[src/rtl/wdt_timer.sv]
module wdt_timer #(
  parameter logic [7:0] CSR_KEY = 8'hA5,
  parameter logic [7:0] CNT_KEY = 8'h5A
) (
  input  logic        clk,
  input  logic        rst_n,
  input  logic        standby,
  input  logic        bus_addr,
  input  logic        bus_we,
  input  logic        bus_wide,
  input  logic        bus_rd,
  input  logic [15:0] bus_wdata,
  output logic [7:0]  bus_rdata,
  output logic        reset_req,
  output logic        irq
);
  localparam int PRE_W = 12;

  logic [PRE_W-1:0] pre;
  logic [PRE_W:0]   span;
  logic [7:0]       cnt;
  logic [2:0]       cks;
  logic             ovf, wd, tme, armed, tick, ovf_evt, csr_hit, cnt_hit;

  function automatic logic [3:0] div_shift(input logic [2:0] c);
    case (c)
      3'd0: div_shift = 4'd1;
      3'd1: div_shift = 4'd5;
      3'd2: div_shift = 4'd6;
      3'd3: div_shift = 4'd7;
      3'd4: div_shift = 4'd8;
      3'd5: div_shift = 4'd9;
      3'd6: div_shift = 4'd11;
      default: div_shift = 4'd12;
    endcase
  endfunction

  assign span    = ({{PRE_W{1'b0}}, 1'b1} << div_shift(cks)) - 1'b1;
  assign tick    = (pre & span[PRE_W-1:0]) == span[PRE_W-1:0];
  assign csr_hit = bus_we && bus_wide && !bus_addr && bus_wdata[15:8] == CSR_KEY;
  assign cnt_hit = bus_we && bus_wide &&  bus_addr && bus_wdata[15:8] == CNT_KEY;
  assign ovf_evt = tme && tick && cnt == 8'hFF && !cnt_hit;

  assign bus_rdata = bus_addr ? cnt : {ovf, wd, tme, 2'b11, cks};
  assign irq       = ovf && !wd;

  always_ff @(posedge clk or negedge rst_n)
    if (!rst_n) pre <= '0;
    else        pre <= pre + 1'b1;

  always_ff @(posedge clk or negedge rst_n)
    if (!rst_n)        cnt <= 8'h00;
    else if (!tme)     cnt <= 8'h00;
    else if (cnt_hit)  cnt <= bus_wdata[7:0];
    else if (tick)     cnt <= cnt + 1'b1;

  always_ff @(posedge clk or negedge rst_n)
    if (!rst_n) begin
      ovf <= 1'b0; wd <= 1'b0; tme <= 1'b0; cks <= 3'd0; armed <= 1'b0; reset_req <= 1'b0;
    end else begin
      reset_req <= ovf_evt && wd && !standby;
      if (standby) begin
        ovf <= 1'b0; wd <= 1'b0; tme <= 1'b0; armed <= 1'b0;
      end else begin
        if (ovf_evt)                                   ovf <= 1'b1;
        else if (csr_hit && armed && !bus_wdata[7])    ovf <= 1'b0;
        if (csr_hit) begin
          wd    <= bus_wdata[6];
          tme   <= bus_wdata[5];
          cks   <= bus_wdata[2:0];
          armed <= 1'b0;
        end else if (bus_rd && !bus_addr && ovf) begin
          armed <= 1'b1;
        end
      end
    end


  ovf_set_chk: assert property (@(posedge clk) disable iff (!rst_n)
    (tme && tick && cnt == 8'hFF && !cnt_hit && !standby) |=> ovf);

  ovf_clear_chk: assert property (@(posedge clk) disable iff (!rst_n)
    $fell(ovf) |-> $past(standby || (csr_hit && armed)));

  rst_pulse_chk: assert property (@(posedge clk) disable iff (!rst_n)
    reset_req |=> !reset_req);

  irq_mode_chk: assert property (@(posedge clk) disable iff (!rst_n)
    irq |-> !reset_req);

  halt_clear_chk: assert property (@(posedge clk) disable iff (!rst_n)
    !tme |=> cnt == 8'h00);

  byte_write_chk: assert property (@(posedge clk) disable iff (!rst_n)
    (bus_we && !bus_wide && !standby && !csr_hit) |=> $stable({wd, tme, cks}));
endmodule

[config.mk]
export PLATFORM = sky130hd
export DESIGN_NAME = wdt_timer
export DESIGN_NICKNAME = d
export VERILOG_FILES = /design/src/rtl/wdt_timer.sv
export SDC_FILE = /design/constraint.sdc
export NUM_CORES = 1
export LEC_CHECK = 0
export BUFFER_PORTS_ARGS = -buffer_cell sky130_fd_sc_hd__buf_2
export CORE_ASPECT_RATIO = 0.7
export CORE_MARGIN = 4
export CORE_UTILIZATION = 40
export CTS_CLUSTER_SIZE = 20
export DETAILED_ROUTE_END_ITERATION = 10
export GPL_ROUTABILITY_DRIVEN = 0
export PLACE_DENSITY = 0.63
export SYNTH_ARGS = -nofsm -noshare
export SYNTH_HDL_FRONTEND = slang
export SYNTH_SLANG_ARGS = --single-unit
[constraint.sdc]
create_clock -name clk -period 3.3 [get_ports clk]
set_input_delay 0.165 -clock clk [delete_from_list [all_inputs] [get_ports clk]]
set_output_delay 0.165 -clock clk [all_outputs]
set_load 0.05 [all_outputs]
# Word-level counts from Yosys, hierarchy flattened
# Cells that the tools add are included.
dict set report totals {
  reg_bits 28
  out_inout_bits 10
  inputBits 23
  elab_cells 65
}
dict set report classes {
  n_eq_ne 11
  shifts 1
  reduce_logical 25
  n_bitwise 2
  n_addsub 3
  n_mux 15
}
# operator n
set ops {}
lappend ops {{two-way mux 8 bit} 4}
lappend ops {{case mux 4 bit (7 select lines)} 1}
lappend ops {{equality test 8 bit (second input constant)} 2}
lappend ops {{logical AND 1 bit} 15}
lappend ops {{adder 12 x 1 -> 12 bit (second input constant)} 1}
lappend ops {{bitwise AND 12 bit} 1}
lappend ops {{equality test 12 bit} 1}
lappend ops {{left shift 1 x 4 -> 12 bit (first input constant)} 1}
lappend ops {{subtractor 12 x 1 -> 12 bit (second input constant)} 1}
lappend ops {{two-way mux 1 bit} 10}
lappend ops {{equality test 3 bit (second input constant)} 3}
lappend ops {{adder 8 x 1 -> 8 bit (second input constant)} 1}
lappend ops {{equality test 8 x 7 -> 1 bit (second input constant)} 1}
lappend ops {{equality test 3 x 2 -> 1 bit (second input constant)} 2}
lappend ops {{nonzero test 3 bit} 2}
lappend ops {{logical NOT 1 bit} 5}
lappend ops {{equality test 3 x 1 -> 1 bit (second input constant)} 1}
lappend ops {{logical NOT 3 bit} 1}
lappend ops {{!= test 3 x 1 -> 1 bit (second input constant)} 1}
lappend ops {{AND reduction 2 bit} 1}
lappend ops {{nonzero test 2 bit} 1}
lappend ops {{NOT 1 bit} 1}

# Longest topological paths before layout
dict set report logic_depth {
  ltp_word 11
  ltp_mapped 9
  mapped_depth_nobuf 7
}

# Least setup slack after synthesis
# No wires, ideal clock.
dict set report synth_path {
  path_type {reg-to-reg}
  from {register cks[2]}
  to {register cnt[6]}
  path_buffers 2
  path_slack_ns 0.654
  period_less_slack_ns 2.646
  setup_time_ns 0.082
  arrival_time_ns 2.564
  required_ns 3.218
  path_stages_with_launch 10
  path_cell_list {dfrtp_1 > buf_6 > or3_2 > ha_1 > xor2_1 > a211oi_1 > o2bb2ai_1 > buf_2 > or4b_1 > a31oi_1}
}
dict set report synth_via {
  elab_chain_len 7
  elab_cells_between_ends 13
  cone_classes {add/sub (1); eq/ne (8); shift (1); mux (1); bitwise (1); reduce/logical (1)}
}
# item line_no
set synth_rtl {}
lappend synth_rtl {{start: declaration} 22} ;# logic [2:0] cks;
lappend synth_rtl {{start signal: assignment} 70} ;# cks <= bus_wdata[2:0];
lappend synth_rtl {{equality test 3 bit, or another cell as far along} 26} ;# case (c)
lappend synth_rtl {{case mux 4 bit (7 select lines) *} 26}
lappend synth_rtl {{left shift 1 x 4 -> 12 bit *} 38} ;# assign span = ({{PRE_W{1'b0}}, 1'b1} << div_shift(cks)) - 1'b1;
lappend synth_rtl {{subtractor 12 x 1 -> 12 bit *} 38}
lappend synth_rtl {{bitwise AND 12 bit} 39} ;# assign tick = (pre & span[PRE_W-1:0]) == span[PRE_W-1:0];
lappend synth_rtl {{equality test 12 bit *} 39}
lappend synth_rtl {{!= test 3 x 1 -> 1 bit (no source line) *} n/a}
lappend synth_rtl {{end signal: assignment} 54} ;# else if (cnt_hit) cnt <= bus_wdata[7:0];
lappend synth_rtl {{end signal: assignment} 55} ;# else if (tick) cnt <= cnt + 1'b1;
lappend synth_rtl {{end: declaration} 21} ;# logic [7:0] cnt;
# Every way passes the cells marked *; elsewhere a longest branch is shown, timed or not.
# A chain may end at the register's enable or synchronous reset.

# Worst setup path after layout
dict set report layout_path {
  from {register cks[1]}
  to {register cnt[4]}
}
# Same word-level chain as after synthesis.

==> metrics.txt <==
worst-skew pair later-pin latency 0.27 ns; CTS tree built; setup TNS after final layout 0 ns; Final Net Count 224; # rows 19; kind of critical path reg2reg; dpl cell area between 1500 and 2000 um2; routed wire length 3810 um; routed vias/inst 5.52; Min-Delay Endpoint tme$_DFFE_PN0N_; path type of the worst min-delay path in2reg; GRT Total Usage 0.152; hold path start standby; core area about 4000 um2; Worst Hold Path Cells 2; final worst-path cycle share 0.881; via count of the routed design 1368; synth top area cells dfrtp_1 41%, mux2_2 5.3%, a31oi_1 3.7%; final instance area 1890 um2; crit-path cells or3_2 -> ha_1 -> xor2_1 -> a211oi_1 -> o2bb2ai_1 -> or4_1 -> a31oi_1; crit-path max FO 13; largest net degree at the start of global routing 29; Die Y-Extent between 60 and 70 um; Antenna Nets Post-Route 0; Crit Reg-Reg Startpoint cks[1]$_DFFE_PN0P_; max_cap viols 0; Slew headroom 0.485; WP buf/inv 0; Fin. Hold Viols 0; Post-Place Cells 244; commonest non-fill, non-tap cell in the layout buf_2; outcome finished clean; Data required, critical path 3.50 ns; FILL cells 381; Seq cells post-synth 28; drt first-iter violations 134; first-pass GRT wire length 6550 um; Remaining DRCs 0; actual slew at the worst max-slew pin around 0.77 ns; Avg Inst Size Synth roughly 10 um2; Port-buffer cells 32; Post-synth EDFFs 0; area leader, netlist dfrtp_1; crit path time final between 2 and 3 ns; power density over the cells 306 nW/um2; Setup WS pre-CTS around 0.40 ns; RSZ-0062 raised after global routing no; fin. max-slew vios 0; R2R cell count 7; final worst slack 0.393 ns; Clk pin slew, worst setup/hold paths 0.09 ns; GRT overflow 0; die area approximately 5300 um2; chip width 85.7 um; Reg2Reg Setup Slack ~0.39 ns; area added between synthesis and finish 11.9%; post-synth top area share 0.415; f_max 0.344 GHz; clock sinks 28; Seq/Total Area, Yosys 0.415; Mapped Cells 169; root buf cell clkbuf_8; CP max stage cell or4_1; cts bufs inserted 3; ys async rst share 1.00; top_reg_cell synth dfrtp_1; initial core utilization 0.423; nature of the critical path endpoint flip-flop; CP startpoint kind flip-flop; CP peak stage delay 0.58 ns; Syn. warnings 0; family with the most delay on the worst path simple AND/OR/NAND/NOR gates; Final HPWL DP 2920 um; # IOs 33; Max Buffers Root-to-Sink 2; Worst EP arrival 3.11 ns; antenna violations before repair 0; Multi-input gate area 891 um2; commonest non-fill, non-tap cells in the layout 32 x buf_2, 28 x dfrtp_1, 12 x o21ai_0; RR Endpoint cnt[4]$_DFFE_PN0P_; layout cell share with drive strength beyond 1 0.260; H-tree Lvls 1; fin cells 248; Setup-failing EPs final 0; number of global-route vias before repair 1354; antenna cells 0; First-pass DRT Iterations 4; Yosys cell types 49; WL/cell between 15 and 20 um; Peak VDD IR 0.161 mV; Syn Nets ~200; final core utilization 0.473; Worst Skew 0.00772 ns; Cell Area, Synth 1690 um2; Static Leak around 0.00085 uW; Storage cell area about 700 um2
==> report_power, final <==
part	internal, uW	switching (uW)
sequential	343	0.794
combinational	20.0	31.9
clock	82.0	102
==> cells in the mapped netlist (all sizes together) (2+ instances only) <==
cell and instances:
a21oi 2, a31oi 10, and3 4, buf 6, dfrtp 28, ha 3, inv 6, mux2 8
mux2i 2, nand2 9, nand2b 4, nand3 10, nand3b 2, nand4 3, nor2 7, nor3 3
nor3b 4, nor4 2, o2111ai 2, o21ai 12, o2bb2ai 2, o31ai 4, or2b 2, or3 3
or4 4, xnor2 7, xor2 4
==> stage by stage <==
stage / hold slack [ns] / total power [uW]
3_3_place_gp: 0.219 / 400
3_5_place_dp: 0.233 / 402
4_1_cts: 0.115 / 587
2_1_floorplan: -0.131 / 377
5_1_grt: 0.137 / 611
6_report: 0.124 / 579
==> cells by family (layout without fill, tap and decap cells) <==
logic type | count (synthesis) | count (layout) | synth area share
other | 1 | 1 | 0.00222
XOR/XNOR | 11 | 11 | 0.0570
multiplexers | 10 | 10 | 0.0652
AO/OA/AOI/OAI | 37 | 37 | 0.150
AND/OR/NAND/NOR | 64 | 64 | 0.230
adder cells (fa/ha/maj) | 3 | 3 | 0.0222
flip-flops | 28 | 28 | 0.415
buffers and inverters | 15 | 42 | 0.0578
==> layout make-up <==
cell class | instances | area share
Timing Repair Buffer | 33 | 0.0900
Multi-Input combinational cell | 126 | 0.471
Inverter | 6 | 0.0119
Tap cell | 52 | 0.0344
Sequential cell | 28 | 0.371
Clock buffer | 3 | 0.0218
==> sequential cells by signal, summed over array words and instances (netlist names) <==
signal,flops
pre,12
cnt,8
cks,3
armed,1
ovf,1
reset_req,1
tme,1
wd,1
==> layer usage <==
metal | routed length (um) | up-vias | part of all wire | GRT usage
li1 | - | 684 | - | -
met1 | 1980 | 645 | 0.52 | 0.243
met2 | 1650 | 37 | 0.43 | 0.208
met3 | 164 | 2 | 0.043 | 0.0356
met4 | 18 | 0 | 0.0047 | 0.0237
met5 | 0 | - | 0 | 0
==> worst max-delay path by stage <==
| stage | from | to | slack [ns] | cells past startpoint |
|---|---|---|---|---|
| 6_report | cks[1]$_DFFE_PN0P_ | cnt[4]$_DFFE_PN0P_ | 0.39 | 7 |
| 5_1_grt | cks[1]$_DFFE_PN0P_ | cnt[5]$_DFFE_PN0P_ | 0.1 | 7 |
| 4_1_cts | cks[1]$_DFFE_PN0P_ | cnt[4]$_DFFE_PN0P_ | 0.39 | 7 |
| 3_5_place_dp | cks[1]$_DFFE_PN0P_ | cnt[4]$_DFFE_PN0P_ | 0.40 | 7 |
| 3_3_place_gp | cks[1]$_DFFE_PN0P_ | cnt[6]$_DFFE_PN0P_ | 0.54 | 7 |
| 2_1_floorplan | cks[2]$_DFFE_PN0P_ | cnt[6]$_DFFE_PN0P_ | 0.65 | 9 |
==> worst reg2reg max path: cells and delay by family, from the launching register on <==
kind            cells  cell delay, ns
compound gates      3            0.78
xor+xnor            1            0.19
flops               1            0.51
simple gates        2            1.09
fa+ha+maj           1            0.26
==> what timing repair did <==
action | CTS | global route
hold endpoints to repair | 28 | 0
hold buffers | 1 | 0
resized for setup | 0 | 0
buffers inserted | 0 | 0
(Power assumes the default switching activity.)
